**src/rtl/cmpf_pkg.sv**
```systemverilog
// Package: shared types and constants for the compare flag unit.
// Assumes a 32-bit status word with the four flags in its top nibble.
package cmpf_pkg;

    localparam int STATUS_W = 32;
    localparam int FLAG_N_POS = 31;
    localparam int FLAG_Z_POS = 30;
    localparam int FLAG_C_POS = 29;
    localparam int FLAG_V_POS = 28;

    typedef enum logic [1:0] {
        MODE_INT32 = 2'd0,
        MODE_INT64 = 2'd1,
        MODE_SGL   = 2'd2,
        MODE_DBL   = 2'd3
    } cmp_mode_e;

    typedef struct packed {
        logic n;
        logic z;
        logic c;
        logic v;
    } flags_t;

    // Place the flags in the status word; all other bits are zero.
    function automatic logic [STATUS_W-1:0] pack_status(input flags_t f);
        logic [STATUS_W-1:0] s;
        s = '0;
        s[FLAG_N_POS] = f.n;
        s[FLAG_Z_POS] = f.z;
        s[FLAG_C_POS] = f.c;
        s[FLAG_V_POS] = f.v;
        return s;
    endfunction

endpackage

```
**src/rtl/cmpf_int_core.sv**
```systemverilog
// Module: cmpf_int_core
// Computes the integer subtraction flags for a - b at width W.
// Assumes two's-complement operands; purely combinational.
module cmpf_int_core
    import cmpf_pkg::*;
#(
    parameter int W = 32
) (
    input  logic [W-1:0] a,
    input  logic [W-1:0] b,
    output flags_t       flags
);

    logic [W-1:0] diff;
    logic         a_neg;
    logic         b_neg;
    logic         d_neg;

    // Difference and sign bits at the operand width.
    always_comb begin
        diff  = a - b;
        a_neg = a[W-1];
        b_neg = b[W-1];
        d_neg = diff[W-1];
    end

    // Flag equations: zero, sign, borrow-style carry and signed overflow.
    always_comb begin
        flags.z = (diff == '0);
        flags.n = d_neg;
        flags.c = (a_neg & ~b_neg) | (a_neg & ~d_neg) | (~b_neg & ~d_neg);
        flags.v = (a_neg ^ b_neg) & (d_neg ^ a_neg);
    end

endmodule

```
**src/rtl/cmpf_fp_core.sv**
```systemverilog
// Module: cmpf_fp_core
// Orders two IEEE binary floating-point values of a given format.
// Assumes sign-magnitude encoding; NaN yields all-zero flags,
// signed zeros compare equal, V is always zero.
module cmpf_fp_core
    import cmpf_pkg::*;
#(
    parameter int EXP_W = 8,
    parameter int MAN_W = 23
) (
    input  logic [EXP_W+MAN_W:0] a,
    input  logic [EXP_W+MAN_W:0] b,
    output flags_t               flags
);

    localparam int FW = EXP_W + MAN_W + 1;

    logic [FW-2:0] mag_a;
    logic [FW-2:0] mag_b;
    logic          sgn_a;
    logic          sgn_b;
    logic          nan_any;
    logic          zeros;
    logic          mag_lt;
    logic          lt;
    logic          eq;
    logic          gt;

    // Split fields and classify the operands.
    always_comb begin
        sgn_a   = a[FW-1];
        sgn_b   = b[FW-1];
        mag_a   = a[FW-2:0];
        mag_b   = b[FW-2:0];
        nan_any = ((&a[FW-2 -: EXP_W]) && (|a[MAN_W-1:0])) ||
                  ((&b[FW-2 -: EXP_W]) && (|b[MAN_W-1:0]));
        zeros   = (mag_a == '0) && (mag_b == '0);
        mag_lt  = mag_a < mag_b;
    end

    // Three-way ordering in sign-magnitude form.
    always_comb begin
        lt = 1'b0;
        eq = 1'b0;
        gt = 1'b0;
        if (nan_any) begin
            lt = 1'b0;
        end else if (zeros || (a == b)) begin
            eq = 1'b1;
        end else if (sgn_a != sgn_b) begin
            lt = sgn_a;
            gt = sgn_b;
        end else if (!sgn_a) begin
            lt = mag_lt;
            gt = ~mag_lt;
        end else begin
            lt = ~mag_lt;
            gt = mag_lt;
        end
    end

    // Map ordering onto the flag set.
    always_comb begin
        flags.n = lt;
        flags.z = eq;
        flags.c = gt;
        flags.v = 1'b0;
    end

endmodule

```
**src/rtl/cmpf_result_reg.sv**
```systemverilog
// Module: cmpf_result_reg
// Captures the status word on a request and raises done for one cycle.
// Assumes synchronous active-low reset; status holds between requests.
module cmpf_result_reg #(
    parameter int SW = 32
) (
    input  logic          clk,
    input  logic          rst_n,
    input  logic          load,
    input  logic [SW-1:0] d,
    output logic [SW-1:0] q,
    output logic          done
);

    // Status register, loaded only on a request.
    always_ff @(posedge clk) begin
        if (!rst_n) begin
            q <= '0;
        end else if (load) begin
            q <= d;
        end
    end

    // Done pulse one cycle after each request.
    always_ff @(posedge clk) begin
        if (!rst_n) begin
            done <= 1'b0;
        end else begin
            done <= load;
        end
    end

endmodule

```
**src/rtl/copro_cmp_flags.sv**
```systemverilog
// Module: copro_cmp_flags
// Compares two coprocessor register operands in one of four modes and
// returns a registered status word with N/Z/C/V plus a done pulse.
// Assumes REG_W = 64 split in two 32-bit halves; result in one cycle.
module copro_cmp_flags
    import cmpf_pkg::*;
#(
    parameter int REG_W = 64
) (
    input  logic                clk,
    input  logic                rst_n,
    input  logic                cmp_valid,
    input  logic [1:0]          cmp_mode,
    input  logic [REG_W-1:0]    cmp_op_a,
    input  logic [REG_W-1:0]    cmp_op_b,
    output logic [STATUS_W-1:0] cmp_status,
    output logic                cmp_done
);

    localparam int HALF_W = REG_W / 2;
    localparam int N_INT  = 2;
    localparam int N_FP   = 2;

    flags_t int_flags [N_INT];
    flags_t fp_flags  [N_FP];
    flags_t sel_flags;
    logic [STATUS_W-1:0] next_status;

    // Integer comparators: index 0 uses the low half, index 1 the full word.
    for (genvar gi = 0; gi < N_INT; gi++) begin : g_int
        localparam int IW = (gi == 0) ? HALF_W : REG_W;
        cmpf_int_core #(.W(IW)) u_int (
            .a     (cmp_op_a[IW-1:0]),
            .b     (cmp_op_b[IW-1:0]),
            .flags (int_flags[gi])
        );
    end

    // Float comparators: index 0 single from the upper half, index 1 double
    // with the lower half as most significant word.
    for (genvar gf = 0; gf < N_FP; gf++) begin : g_fp
        if (gf == 0) begin : g_sgl
            cmpf_fp_core #(.EXP_W(8), .MAN_W(23)) u_fp (
                .a     (cmp_op_a[REG_W-1:HALF_W]),
                .b     (cmp_op_b[REG_W-1:HALF_W]),
                .flags (fp_flags[gf])
            );
        end else begin : g_dbl
            cmpf_fp_core #(.EXP_W(11), .MAN_W(52)) u_fp (
                .a     ({cmp_op_a[HALF_W-1:0], cmp_op_a[REG_W-1:HALF_W]}),
                .b     ({cmp_op_b[HALF_W-1:0], cmp_op_b[REG_W-1:HALF_W]}),
                .flags (fp_flags[gf])
            );
        end
    end

    // Mode select of the flag set.
    always_comb begin
        unique case (cmp_mode_e'(cmp_mode))
            MODE_INT32: sel_flags = int_flags[0];
            MODE_INT64: sel_flags = int_flags[1];
            MODE_SGL:   sel_flags = fp_flags[0];
            default:    sel_flags = fp_flags[1];
        endcase
        next_status = pack_status(sel_flags);
    end

    cmpf_result_reg #(.SW(STATUS_W)) u_res (
        .clk  (clk),
        .rst_n(rst_n),
        .load (cmp_valid),
        .d    (next_status),
        .q    (cmp_status),
        .done (cmp_done)
    );

endmodule

```
**config.mk**
```make
export PLATFORM = sky130hd
export DESIGN_NAME = copro_cmp_flags
export DESIGN_NICKNAME = d
export VERILOG_FILES = /design/src/rtl/cmpf_pkg.sv /design/src/rtl/cmpf_int_core.sv /design/src/rtl/cmpf_fp_core.sv /design/src/rtl/cmpf_result_reg.sv /design/src/rtl/copro_cmp_flags.sv
export SDC_FILE = /design/constraint.sdc
export NUM_CORES = 1
export LEC_CHECK = 0
export CAP_MARGIN = 20
export CORE_ASPECT_RATIO = 1.1
export CORE_MARGIN = 2
export CORE_UTILIZATION = 50
export CTS_BUF_LIST = sky130_fd_sc_hd__clkbuf_4
export DETAILED_ROUTE_END_ITERATION = 16
export MAX_ROUTING_LAYER = met4
export PLACE_DENSITY = 0.82
export SYNTH_ARGS = -nofsm -noshare
export SYNTH_HDL_FRONTEND = slang
export SYNTH_SLANG_ARGS = --single-unit
```
**constraint.sdc**
```tcl
create_clock -name clk -period 9.9 [get_ports clk]
set_input_delay 0.99 -clock clk [delete_from_list [all_inputs] [get_ports clk]]
set_output_delay 0.99 -clock clk [all_outputs]
set_load 0.02 [all_outputs]
```
==> impl.org <==
** Status
- Result of the run :: complete, no violations

** Clock tree
- Post-CTS timing repair inserted 0 buffers for setup.
- # resized after CTS :: 0
- Buffer levels on the longest clock path :: 2
- Number of hold buffers added after cts :: 0
- CTS tree :: yes
- Worst-path clk slew :: 0.04 ns
- In this run, CTS created clock tree buffers numbering 3.
- Num Clock Sinks :: 5
- Clock insertion delay at the later pin of the skew report :: 0.24 ns
- Clock tree synthesis selected as its root buffer the cell sky130_fd_sc_hd__clkbuf_4.
- H-Tree Level Count :: 1

** Floorplan
- The region available for standard cell placement spans 12,030 um^2.
- Pin placement for this block handled 166 I/O pins.
- The die is 110.1 um wide.
- From bottom edge to top edge, the die measures 120.7 um.
- The initialized floorplan defines 42 standard-cell rows.
- Initial Utilization :: 0.5143
- Die ar. :: 13,290 um^2

** Place
- In this run the tool buffered the top-level ports with 137 buffer cells.
- Counting tap cells, the placed design contains a total of 1,211 instances.
- Detailed placement finished with a half-perimeter wire length of 19,550 um.
- In this run the cell area measured after placement is 7457 um^2.
- At the end of routability-driven placement, the weighted congestion stood at 1.037.

** Global routing
- The first global-routing pass estimated 35,670 um of wire.
- The via count of the first global-routing pass was 7,488.
- Entering global routing, the biggest net connects 13 pins.
- The total overflow left after global routing is 0.
- Number of antenna violations at the first check in global routing :: 0
- In the global route stage, overall resource usage came out at 0.3437.

** Worst setup path
- The critical path is of the primary input to flip-flop type.
- In this run the worst setup path begins at cmp_op_b[22].
- The critical path goes through clkdlybuf4s50_1, inv_1, ha_1, nand4_1, nor4_1, inv_1, o211ai_1, a31oi_1, o31ai_1, a221oi_1, fa_1, o211ai_1, a2111oi_0, o2111ai_1, nor4_1, nand4_1, nor4_1, nand4_1, nand2b_1.
- Data required time of the worst path :: 10.08 ns
- Setup crit end kind :: flip-flop
- Worst Path Buf+Inv :: 3
- Of all nets on the critical path, the largest fanout is 7.
- Slowest stage cell, crit path :: sky130_fd_sc_hd__nor4_1
- Beginning of the worst register-to-register path :: u_res.q[30]
- The cell family contributing the most delay on the critical path is simple AND/OR/NAND/NOR gates.
- The largest single stage delay on the critical path is 0.68 ns.
- Arr. time, crit path :: 6.18 ns
- Sort of element at the start of the critical path :: primary input

** STA
- The tightest hold path in the finished design has a slack of 0.5152 ns.
- Transition at the pin with the smallest max-transition slack :: 1.037 ns
- For the final routed database, the setup TNS stands at 0 ns.
- Fin crit share :: 0.6060
- Based on the critical path, the design can be clocked at up to 0.1667 GHz.
- Measured against its own limit, the worst slew margin works out to 0.2907.
- # setup viols final :: 0
- Setup repair after global routing missed its margin :: false
- Final hold vios :: 0
- Across the routed clock network, the largest skew measured is 0 ns.
- The final max-slew violation count is 0.
- Post-route minimum period :: 5.999 ns

** Pwr
- For this design the static power due to leakage is 3.059 nW.
- Post-route total power :: 0.4915 mW
- Internal power comes to 0.2203 mW.
- Switching part of the total :: 0.5518
- Part of the total power dissipated in sequential elements :: 0.045
- Of the total power, the clock network draws 0.053.
- Power density over the cells :: 65.64 nW/um^2
- Combinational group share of total power :: 0.902
- Peak VDD IR :: 0.00003241 V
- For this design the total switching power over the nets is 0.2712 mW.

** Route
- The routed layout has 7,703 vias.
- Total wirelength of the detailed-routed design :: 22,550 um
- Routed via count divided by cell count :: 6.340
- After detailed routing, the average wire length per cell comes to 18.56 um.
- The detail route stage leaves a number of antenna-violating nets equal to 0.
- The detailed router finished its first iteration with 495 violations.
- Total iterations of the first detailed-routing run :: 5
- In the routed design, unresolved DRC markers number 0.

** Hold path
- Worst min path class :: flip-flop to flip-flop
- Launch instance of the worst min-delay path :: u_res.q[31]

** Finish
- From synthesis to final layout, the design area changed by 20.96%.
- Net count of the finished layout :: 1,266
- After routing the design area is 7487 um^2.
- The count of cells in the finished layout, fillers not included, comes to 1,215.
- In the final layout, the share of cells above drive strength 1 is 0.04053.
- Filler cells :: 1,209
- Antenna cell count :: 0

** Synth
- Among all flip-flop cells after synthesis, the most frequent one is sky130_fd_sc_hd__dfxtp_1.
- Synthesis produced a netlist whose cell count is 962.
- After synthesis, the share of flip-flops with an asynchronous set or reset is 0.
- For this run, the number of Yosys warnings is 0.
- The mapped netlist covers 6190 um^2.
- The share of the Yosys chip area taken by registers is 0.01617.
- Number of enable-type register cells in the synthesized netlist :: 0
- Flops & latches, synth :: 5
- In this run the mean area of a mapped cell was 6.434 um^2.
- Synth cell types :: 80

** Run
- Across the run, the number of max-cap violations was 0.
[worst register-to-register path: stages (launching register included)]
cell                        delay [ns]
sky130_fd_sc_hd__dfxtp_1          0.34
sky130_fd_sc_hd__o21ai_0          0.14
sky130_fd_sc_hd__nor4_1           0.35
sky130_fd_sc_hd__nand3_1          0.12
sky130_fd_sc_hd__nor4_1           0.24
sky130_fd_sc_hd__o2111ai_1        0.15
sky130_fd_sc_hd__and4b_1          0.32
sky130_fd_sc_hd__and4bb_1         0.21
sky130_fd_sc_hd__nand4_1          0.07
sky130_fd_sc_hd__nand2b_1         0.08
[registers in the layout (all words and copies together) (netlist names)]
signal,cells
u_res.done,1
u_res.q,4
[cells by family (layout without fill, tap and decap cells)]
kind of cell | count (synthesis) | count (layout) | share of synthesized area
and+or+nand+nor | 362 | 362 | 0.3099
adders and majority gates | 71 | 71 | 0.1459
other | 1 | 28 | 0.0006058
DFF | 5 | 5 | 0.01617
muxes | 16 | 16 | 0.02790
buffers and inverters | 160 | 232 | 0.1195
xor gates and xnor gates | 28 | 28 | 0.03962
AOI/OAI and AO/OA | 319 | 319 | 0.3404
[cell type report]
type / instances / area (um^2) / share of cell area
Multi-Input combinational cell: 824 / 5451 / 0.7281
Timing Repair Buffer: 137 / 1371 / 0.1832
Inverter: 91 / 341.6 / 0.04562
Tap cell: 154 / 192.7 / 0.02574
Sequential cell: 5 / 100.1 / 0.01337
Clock buffer: 4 / 30.03 / 0.004011
[final timing paths]
| kind | slack [ns] | end | cells past startpoint |
|---|---|---|---|
| hold reg to reg | 0.52 | u_res.q[31] | 2 |
| hold / removal | 0.52 | u_res.q[31] | 2 |
| setup / recovery | 3.90 | u_res.q[30] | 19 |
| setup reg to reg | 7.80 | u_res.q[30] | 9 |
[power groups by stage]
stage | registers (mW) | logic, mW | clock network [mW]
after global placement | 0.0224 | 0.434 | 0
after floorplan | 0.0241 | 0.293 | 0
final | 0.0222 | 0.443 | 0.0259
after CTS | 0.0221 | 0.435 | 0.0269
after detailed placement | 0.0225 | 0.433 | 0
after global routing | 0.0222 | 0.483 | 0.0296
[placed cells by master (no fill, tap or decap), types with 15 or more instances in the layout]
cell type                         instances
sky130_fd_sc_hd__nand4_1                 47
sky130_fd_sc_hd__nor3_1                  39
sky130_fd_sc_hd__conb_1                  28
sky130_fd_sc_hd__nand2_1                 88
sky130_fd_sc_hd__nand3_1                 26
sky130_fd_sc_hd__a21o_1                  23
sky130_fd_sc_hd__clkdlybuf4s50_1        137
sky130_fd_sc_hd__xnor2_1                 15
sky130_fd_sc_hd__o21ai_0                 61
sky130_fd_sc_hd__nor4_1                  44
sky130_fd_sc_hd__a21oi_1                101
sky130_fd_sc_hd__ha_1                    69
sky130_fd_sc_hd__inv_1                   91
sky130_fd_sc_hd__nor2_1                  55
[cells in the mapped netlist (5+ instances only)]
master                      instances  share of area
sky130_fd_sc_hd__or2_2              5         0.0051
sky130_fd_sc_hd__o21ai_0           61          0.049
sky130_fd_sc_hd__nor4_1            44          0.044
sky130_fd_sc_hd__o211ai_1           8         0.0097
sky130_fd_sc_hd__nor2_1            55          0.033
sky130_fd_sc_hd__ha_1              69           0.14
sky130_fd_sc_hd__buf_4             28          0.034
sky130_fd_sc_hd__xnor2_1           15          0.021
sky130_fd_sc_hd__o21a_1            13          0.016
sky130_fd_sc_hd__mux2_2            10          0.018
sky130_fd_sc_hd__a211oi_1          13          0.016
sky130_fd_sc_hd__o21ai_1            5         0.0040
sky130_fd_sc_hd__dfxtp_1            5          0.016
sky130_fd_sc_hd__o2111ai_1          5         0.0071
sky130_fd_sc_hd__xor2_1            13          0.018
sky130_fd_sc_hd__a21boi_0           5         0.0061
sky130_fd_sc_hd__inv_1             91          0.055
sky130_fd_sc_hd__a31oi_1            8         0.0081
sky130_fd_sc_hd__mux2i_1            6         0.0097
sky130_fd_sc_hd__clkbuf_1          24          0.015
sky130_fd_sc_hd__nor2b_1            6         0.0061
sky130_fd_sc_hd__o21bai_1          12          0.015
sky130_fd_sc_hd__or3_1             11          0.011
sky130_fd_sc_hd__nand2_1           88          0.053
sky130_fd_sc_hd__o31ai_1           10          0.012
sky130_fd_sc_hd__buf_2             14          0.011
sky130_fd_sc_hd__nand2b_1           5         0.0051
sky130_fd_sc_hd__nand4_1           47          0.048
sky130_fd_sc_hd__and3_1             7         0.0071
sky130_fd_sc_hd__a21o_1            23          0.028
sky130_fd_sc_hd__nand3_1           26          0.021
sky130_fd_sc_hd__a2111oi_0          5         0.0071
sky130_fd_sc_hd__a21oi_1          101          0.082
sky130_fd_sc_hd__nor3_1            39          0.032
sky130_fd_sc_hd__nand3b_1           5         0.0061
[stage by stage]
stage | utilization | setup WS [ns]
after global placement | 0.6197 | 3.871
after floorplan | - | 5.015
after detailed placement | 0.6197 | 3.693
after CTS | 0.6222 | 3.925
after global routing | 0.6222 | 3.332
final | 0.6222 | 3.901
[layer usage]
metal,GRT usage,vias up,wire length (um)
li1,-,3802,-
met4,0.1820,0,1335
met1,0.3790,3511,8883
met3,0.02749,76,1146
met5,-,-,0
met2,0.6054,314,11180
Note: power is estimated with default switching activity, not from simulation.
